`src/rtl/sdram_colgen_pkg.sv`:
```
package sdram_colgen_pkg;
  localparam int MODE_BL_W = 3;

  typedef enum logic [MODE_BL_W-1:0] {
    BL_ONE  = 3'd0,
    BL_TWO  = 3'd1,
    BL_FOUR = 3'd2,
    BL_EIGHT = 3'd3,
    BL_PAGE = 3'd7
  } bl_code_e;
endpackage

```
`src/rtl/colgen_mode_dec.sv`:
```
module colgen_mode_dec
  import sdram_colgen_pkg::*;
#(
  parameter int COL_W = 9
) (
  input  logic [MODE_BL_W-1:0] bl_code,
  input  logic                 ilv_req,
  input  logic                 wr_single_req,
  input  logic                 is_write,
  output logic [COL_W-1:0]     wrap_mask,
  output logic                 full_page,
  output logic                 ilv_eff
);
  logic [COL_W-1:0] mask_raw;
  logic             page_raw;
  logic             force_one;

  always_comb begin
    mask_raw = '0;
    page_raw = 1'b0;
    case (bl_code)
      BL_ONE:   mask_raw = '0;
      BL_TWO:   mask_raw = COL_W'(1);
      BL_FOUR:  mask_raw = COL_W'(3);
      BL_EIGHT: mask_raw = COL_W'(7);
      BL_PAGE: begin
        mask_raw = '1;
        page_raw = 1'b1;
      end
      default:  mask_raw = '0;
    endcase
  end

  assign force_one = is_write & wr_single_req;
  assign wrap_mask = force_one ? '0 : mask_raw;
  assign full_page = page_raw & ~force_one;
  // interleaving over a full page is not a legal pairing; fall back to linear
  assign ilv_eff   = ilv_req & ~full_page;
endmodule

```
`src/rtl/colgen_addr.sv`:
```
module colgen_addr #(
  parameter int COL_W = 9
) (
  input  logic [COL_W-1:0] start_col,
  input  logic [COL_W-1:0] beat_idx,
  input  logic [COL_W-1:0] wrap_mask,
  input  logic             ilv,
  output logic [COL_W-1:0] beat_col
);
  logic [COL_W-1:0] low_part;

  assign low_part = ilv ? (start_col ^ beat_idx) : (start_col + beat_idx);
  assign beat_col = (start_col & ~wrap_mask) | (low_part & wrap_mask);
endmodule

```
`src/rtl/sdram_colgen.sv`:
```
module sdram_colgen
  import sdram_colgen_pkg::*;
#(
  parameter int COL_W = 9
) (
  input  logic                 clk,
  input  logic                 rst,
  input  logic                 cmd_rd,
  input  logic                 cmd_wr,
  input  logic                 cmd_bst,
  input  logic                 cmd_pre,
  input  logic [COL_W-1:0]     cmd_col,
  input  logic [MODE_BL_W-1:0] mode_bl,
  input  logic                 mode_ilv,
  input  logic                 mode_wr_single,
  output logic [COL_W-1:0]     col_out,
  output logic                 col_valid,
  output logic                 col_last
);
  logic             start_cmd;
  logic             stop_cmd;
  logic [COL_W-1:0] dec_mask;
  logic             dec_full;
  logic             dec_ilv;

  logic [COL_W-1:0] start_q;
  logic [COL_W-1:0] mask_q;
  logic             full_q;
  logic             ilv_q;
  logic [COL_W-1:0] idx_q;
  logic [COL_W-1:0] idx_nxt;
  logic [COL_W-1:0] col_nxt;
  logic             last_nxt;

  assign start_cmd = cmd_rd | cmd_wr;
  assign stop_cmd  = cmd_bst | cmd_pre;

  colgen_mode_dec #(.COL_W(COL_W)) dec_i (
    .bl_code       (mode_bl),
    .ilv_req       (mode_ilv),
    .wr_single_req (mode_wr_single),
    .is_write      (cmd_wr & ~cmd_rd),
    .wrap_mask     (dec_mask),
    .full_page     (dec_full),
    .ilv_eff       (dec_ilv)
  );

  assign idx_nxt  = idx_q + COL_W'(1);
  assign last_nxt = ~full_q & (idx_nxt == mask_q);

  colgen_addr #(.COL_W(COL_W)) addr_i (
    .start_col (start_q),
    .beat_idx  (idx_nxt),
    .wrap_mask (mask_q),
    .ilv       (ilv_q),
    .beat_col  (col_nxt)
  );

  always_ff @(posedge clk) begin
    if (rst) begin
      start_q   <= '0;
      mask_q    <= '0;
      full_q    <= 1'b0;
      ilv_q     <= 1'b0;
      idx_q     <= '0;
      col_out   <= '0;
      col_valid <= 1'b0;
      col_last  <= 1'b0;
    end else if (start_cmd) begin
      start_q   <= cmd_col;
      mask_q    <= dec_mask;
      full_q    <= dec_full;
      ilv_q     <= dec_ilv;
      idx_q     <= '0;
      col_out   <= cmd_col;
      col_valid <= 1'b1;
      col_last  <= (dec_mask == '0);
    end else if (stop_cmd || col_last) begin
      col_valid <= 1'b0;
      col_last  <= 1'b0;
    end else if (col_valid) begin
      idx_q    <= idx_nxt;
      col_out  <= col_nxt;
      col_last <= last_nxt;
    end
  end
endmodule

```
`config.mk`:
```
export PLATFORM = sky130hd
export DESIGN_NAME = sdram_colgen
export DESIGN_NICKNAME = d
export VERILOG_FILES = /design/src/rtl/sdram_colgen_pkg.sv /design/src/rtl/colgen_mode_dec.sv /design/src/rtl/colgen_addr.sv /design/src/rtl/sdram_colgen.sv
export SDC_FILE = /design/constraint.sdc
export NUM_CORES = 1
export LEC_CHECK = 0
export BUFFER_PORTS_ARGS = -buffer_cell sky130_fd_sc_hd__buf_2
export CAP_MARGIN = 5
export CORE_MARGIN = 3
export CORE_UTILIZATION = 35
export DETAILED_ROUTE_END_ITERATION = 8
export GPL_ROUTABILITY_DRIVEN = 0
export HOLD_SLACK_MARGIN = 0.06
export MAX_ROUTING_LAYER = met4
export PLACE_DENSITY = 0.54
export SLEW_MARGIN = 20
export SYNTH_ARGS = -nofsm -noshare
export SYNTH_HDL_FRONTEND = slang
export SYNTH_HIERARCHICAL = 1
export SYNTH_SLANG_ARGS = --single-unit
```
`constraint.sdc`:
```
create_clock -name clk -period 5.85 [get_ports clk]
set_clock_uncertainty 0.2 [all_clocks]
set_input_delay 1.17 -clock clk [delete_from_list [all_inputs] [get_ports clk]]
set_output_delay 1.17 -clock clk [all_outputs]
set_load 0.02 [all_outputs]
```
==> results of run 1 <==
==> how the worst min path moves through the flow <==
stage / to / slack, ps / startpoint
3_3_place_gp: full_q$_SDFFE_PP0N_ / 250 / full_q$_SDFFE_PP0N_
5_1_grt: full_q$_SDFFE_PP0N_ / 290 / full_q$_SDFFE_PP0N_
4_1_cts: full_q$_SDFFE_PP0N_ / 270 / full_q$_SDFFE_PP0N_
6_report: full_q$_SDFFE_PP0N_ / 260 / full_q$_SDFFE_PP0N_
2_1_floorplan: full_q$_SDFFE_PP0N_ / 230 / full_q$_SDFFE_PP0N_
3_5_place_dp: full_q$_SDFFE_PP0N_ / 260 / full_q$_SDFFE_PP0N_
==> final cells by class <==
type,instances,share of cell area (%)
inverter,8,1.08
multi-input combinational,238,55.4
clock buffer,5,2.47
clock inverter,2,2.15
sequential,40,28.7
timing repair buffer,32,5.92
tap,96,4.30
==> state kept, by name (all words and copies together), names as in the netlist <==
name	flops
col_last	1
idx_q	9
start_q	9
mask_q	9
col_valid	1
full_q	1
col_out	9
ilv_q	1
==> logic make-up (layout without fill, tap and decap cells) <==
| kind of cell | Yosys count | after routing | synth area share, % |
|---|---|---|---|
| simple gates | 123 | 123 | 23.2 |
| compound gates | 60 | 60 | 15.8 |
| flops | 40 | 40 | 32.1 |
| xor+xnor | 31 | 31 | 10.9 |
| buf+inv | 30 | 47 | 6.27 |
| mux | 14 | 14 | 6.42 |
| fa+ha+maj | 10 | 10 | 5.32 |
==> power by group <==
part / switching, uW / internal, uW / total (uW) / leakage (uW)
combinational: 43.3 / 32.7 / 76.0 / 0.000723
sequential: 10.0 / 284 / 294 / 0.000328
clock: 100 / 168 / 268 / 0.0000642
==> placed cells by master (no fill, tap or decap), types with 2 or more instances in the layout <==
cell type / instances
nand2_1: 60
dfxtp_1: 40
a21oi_1: 35
buf_2: 30
nor2_1: 24
xnor2_1: 17
xor2_1: 14
mux2_1: 9
ha_1: 9
nand3_1: 8
inv_1: 8
o21ai_0: 5
clkbuf_8: 5
and2_1: 3
and3_2: 3
nand4_1: 3
nor4_1: 3
a211oi_2: 3
mux2_2: 3
or3_1: 2
nand2b_1: 2
nand3b_1: 2
a31oi_1: 2
bufinv_16: 2
buf_4: 2
==> layer usage <==
metal  part of all wire [%]  global-route usage, %  vias to the layer above  routed length (microns)
met5                      0                      -                        -                        0
met4                    1.3                   4.21                        0                       70
met3                    3.1                   2.50                        6                      166
met2                     45                   22.2                       29                     2460
met1                     50                   19.1                      938                     2710
li1                       -                      -                     1086                        -
==> metrics by stage <==
| step | worst slack, ps | hold slack [ps] | power [uW] | cells | area [sq um] |
|---|---|---|---|---|---|
| floorplan | 2680 | 231 | 355 | 308 | 2490 |
| global placement | 2560 | 253 | 376 | 414 | 2660 |
| detailed placement | 2490 | 256 | 377 | 414 | 2660 |
| CTS | 2480 | 265 | 646 | 421 | 2790 |
| global route | 2270 | 292 | 666 | 421 | 2790 |
| finish | 2490 | 260 | 638 | 421 | 2790 |
==> cells in the mapped netlist, types with 3 or more instances <==
cell | number | area (sq um)
mux2_1 | 9 | 101
a21oi_1 | 35 | 175
xor2_1 | 14 | 123
a211oi_2 | 3 | 37.5
nand2_1 | 60 | 225
buf_4 | 9 | 67.6
xnor2_1 | 17 | 149
and2_1 | 3 | 18.8
inv_1 | 8 | 30.0
mux2_2 | 3 | 33.8
nor2_1 | 25 | 93.8
and3_2 | 3 | 22.5
nand3_1 | 8 | 40.0
nor4_1 | 3 | 18.8
nand4_1 | 3 | 18.8
ha_1 | 9 | 113
o21ai_0 | 5 | 25.0
clkbuf_1 | 10 | 37.5
dfxtp_1 | 40 | 801
==> critical path: stages, from the launching register on <==
cell and delay (ps):
dfxtp_1 460, ha_1 260, and2_1 260, and2_1 320, xor2_1 180, ha_1 290, and3_2 240, and2_1 160
a2bb2oi_2 130, xnor2_1 70, mux2_4 250, mux2_1 290, nand2_1 70, a21oi_1 60
==> metrics, run 1 <==
outcome=completed; clock slew at reported path FFs=80 ps; FF-to-FF setup slack=2490 ps; Clock H-tree levels=2; global-route wire length before repair=~9.3 mm; VDD IR-drop max=0.0983 mV; setup TNS=0 ps; final worst path period share=57.4%; GRT overflow=0; data arrival time of the worst path=3320 ps; fin crit period=approximately 3400 ps; core region area=0.00687 sq mm; FILL cells=720; post-synthesis sequential area ratio=~32%; CTS Root Cell=clkbuf_8; worst path required time=5810 ps; CTS tree=done; largest net degree at the start of global routing=33; multi-input logic area=approximately 0.0015 sq mm; DRC=0; CP Launch Point=idx_q[0]$_SDFFE_PP0P_; ys async rst share=0%; DRT iter0 DRCs=110; hold crit path type=reg2reg; Ports=31; relative slew slack=61.2%; quantity of I/O buffers inserted on ports=30; R2R Path End=col_out[7]$_SDFFE_PP0P_; P_leak=about 0.0011 uW; row count=30; Synth Register Bits=40; Clk Latency, worst-skew pair=290 ps; Yosys Warn Count=6; crit-path max FO=6; crit end category=register; Synth Instances=308; P&R area growth vs syn=11.9%; endpoints failing hold=0; vias in the first global route=1920; share of layout cells above drive strength 1=about a fifth; Wirelength per Cell=12.8 microns; syn nets=338; Num CTS Buffers=5; MaxCap Viol Count=0; RSZ-0062 raised after global routing=no; FF-to-FF path depth=13; EDFF count, synth=0; number of post-CTS setup repair buffers=0; final setup violation count=0; Final ANT Viol Nets=0; CP Launch Type=register; DRT Wirelength=5.40 mm; die height=between 90 and 100 microns; n_diodes=0; worst reg2reg startpoint=idx_q[0]$_SDFFE_PP0P_; clk sink count=40; post-CTS resize count=0; die footprint=0.00818 sq mm; Syn Std Cell Area=0.00249 sq mm; post-DP HPWL=3.99 mm; critical path class=reg2reg; WHS Path Cells=2; vias=2059; router iterations before antenna repair=6; initial antenna violation count=0; slew at the pin with the worst max-slew slack=approximately 600 ps; vias per std cell=4.89; Avg Cell Area, Syn=just over 8 sq um; Final Net Count=355; ys flop type=dfxtp_1; synth unique cells=55; Peak Freq=298 MHz; hold buffers post-CTS=0; Final Util=40.6%; clk buf depth=2; fin. max-slew vios=0; register area=801 sq um; total track usage=14.3%; Starting Density=36.3%; die width=90.4 microns; Power Dens Cells=229 mW/mm^2; end of the critical path=col_out[7]$_SDFFE_PP0P_
Power figures use the tool's default switching activity.
==> run 2: changes to the inputs <==
PLACE_DENSITY = 0.56   (was 0.54)
clock period = 2.96 ns   (was 5.85 ns; I/O delays follow)
==> metrics, run 2 (same netlist as run 1, synthesis figures left out) <==
most common cell after layout, fill and taps aside=nand2_1; die height=90.4 microns (unchanged); total track usage=15.5% (+1.2 points); Hold Crit Start=start_q[8]$_SDFFE_PP0N_; FILL cells=712 (-1.1%); initial antenna violation count=0 (unchanged); largest net degree at the start of global routing=32 (-3.0%); CTS Root Cell=clkbuf_8; vias per std cell=4.92 (+0.64%); final worst path period share=97.6% (+40 points); uppermost layer routed=met4; register area=808 sq um (+0.94%); n_diodes=0 (unchanged); CP Launch Type=register; fin. max-slew vios=0 (unchanged); WL met2=2.70 mm (+10%); vias=2146 (+4.2%); Clk Latency, worst-skew pair=290 ps (about the same); relative slew slack=69.3% (+8.2 points); MaxCap Viol Count=0 (unchanged); data arrival time of the worst path=2860 ps (-460 ps); clock slew at reported path FFs=80 ps (about the same); multi-input logic area=0.00161 sq mm (+4.3%); die width=90.4 microns (unchanged); hold crit path type=reg2reg; Power Dens Cells=403 mW/mm^2 (+76%); outcome=completed; vias in the first global route=2099 (+9.3%); DR WL met3=224 microns (+35%); DP Area=0.00278 sq mm (+4.3%); GRT overflow=0 (unchanged); Ports=31 (unchanged); Setup Slack @ Placement=17.2 ps (-2470 ps); quantity of I/O buffers inserted on ports=30 (unchanged); RSZ-0062 raised after global routing=yes; Starting Density=36.3% (unchanged); VDD IR-drop max=0.212 mV (+120%); die footprint=0.00818 sq mm (unchanged); Final Net Count=369 (+3.9%); critical path class=reg2reg; crit-path max FO=6 (unchanged); DRT Wirelength=5.99 mm (+11%); P&R area growth vs syn=18.4%; P_leak=0.00120 uW (+7.6%); Num CTS Buffers=5 (unchanged); clk sink count=40 (unchanged); CP Launch Point=idx_q[0]$_SDFFE_PP0P_; CTS tree=done; fin worst setup slack=71.1 ps (-2420 ps); DRC=0 (unchanged); post-DP HPWL=4.40 mm (+10%); most frequent cells in the layout=nand2_1, dfxtp_1, a21oi_1; router iterations before antenna repair=4 (-2); Peak Freq=346 MHz (+16%); M1 wire length=3.01 mm (+11%); final hold slack=272 ps (+11.6 ps); final setup violation count=0 (unchanged); core region area=0.00687 sq mm (unchanged); Final Util=43.0% (+2.3 points); DRT iter0 DRCs=61 (-45%); fin crit period=2890 ps (-471 ps); global-route wire length before repair=9.92 mm (+6.8%); slew at the pin with the worst max-slew slack=460 ps (-122 ps); endpoints failing hold=0 (unchanged); worst path required time=2930 ps (-2880 ps); share of layout cells above drive strength 1=26.5% (+7.7 points); Wirelength per Cell=13.7 microns (+7.1%); row count=30 (unchanged); Final ANT Viol Nets=0 (unchanged); Clock H-tree levels=2 (unchanged); clk buf depth=2 (unchanged); Design Area, Final=0.00295 sq mm (+5.8%); worst reg2reg startpoint=idx_q[0]$_SDFFE_PP0P_; crit end category=register
## run 2: cell count changes in the layout (fill, tap and decap cells not counted), sizes merged
cell      change
buf          +14
clkinv        +1
bufinv        -1
clkinvlp      +1
## run 2: power breakdown
part	switching, uW	leakage, uW	internal (uW)
clock network	198	0.0000541	250
registers	20.6	0.000330	559
logic	91.5	0.000816	70.5
## run 2: critical path, cell delays in order, from the launching register on
cell       delay [ps]
dfxtp_4           390
ha_4              150
and2_4            180
nand2_2            70
xnor2_2           120
ha_1              350
buf_4             150
and3_4            170
and2_4            150
a2bb2oi_2         130
xnor2_1            80
mux2_4            250
mux2_4            250
nand2_1            60
a21oi_1            50
## run 2: through the flow
| stage | setup TNS, ps | power [uW] | std cells |
|---|---|---|---|
| 2_1_floorplan | -25.0 | 702 | 308 |
| 3_3_place_gp | 0 | 750 | 425 |
| 3_5_place_dp | 0 | 752 | 425 |
| 4_1_cts | 0 | 1200 | 433 |
| 5_1_grt | -91.3 | 1250 | 436 |
| 6_report | 0 | 1190 | 436 |
## run 2: timing repair
item	in CTS	in global routing
hold buffers	0	0
pin swaps	0	8
setup endpoints to repair	1	3
gates resized for setup	1	8
gates cloned	0	0
buffers inserted	0	3
## run 2: routing by layer
layer  track usage (%)  up-vias
met4              4.21        0
met1              20.3      996
li1                  -     1110
met3              3.00        6
met2              24.3       34
met5                 -        -
## run 2: layout make-up
type	count	area share (%)
Clock inverter	3	1.44
Timing Repair Buffer	46	9.15
Tap cell	96	4.07
Multi-Input combinational cell	238	54.6
Inverter	8	1.02
Clock buffer	5	2.33
Sequential cell	40	27.4
## run 2: worst paths after layout
check	cells after the start	endpoint	slack [ps]
worst max-delay path	14	col_out[7]$_SDFFE_PP0P_	70
worst max register to register	14	col_out[7]$_SDFFE_PP0P_	70
worst min register to register	2	start_q[8]$_SDFFE_PP0N_	270
worst min-delay path	2	start_q[8]$_SDFFE_PP0N_	270
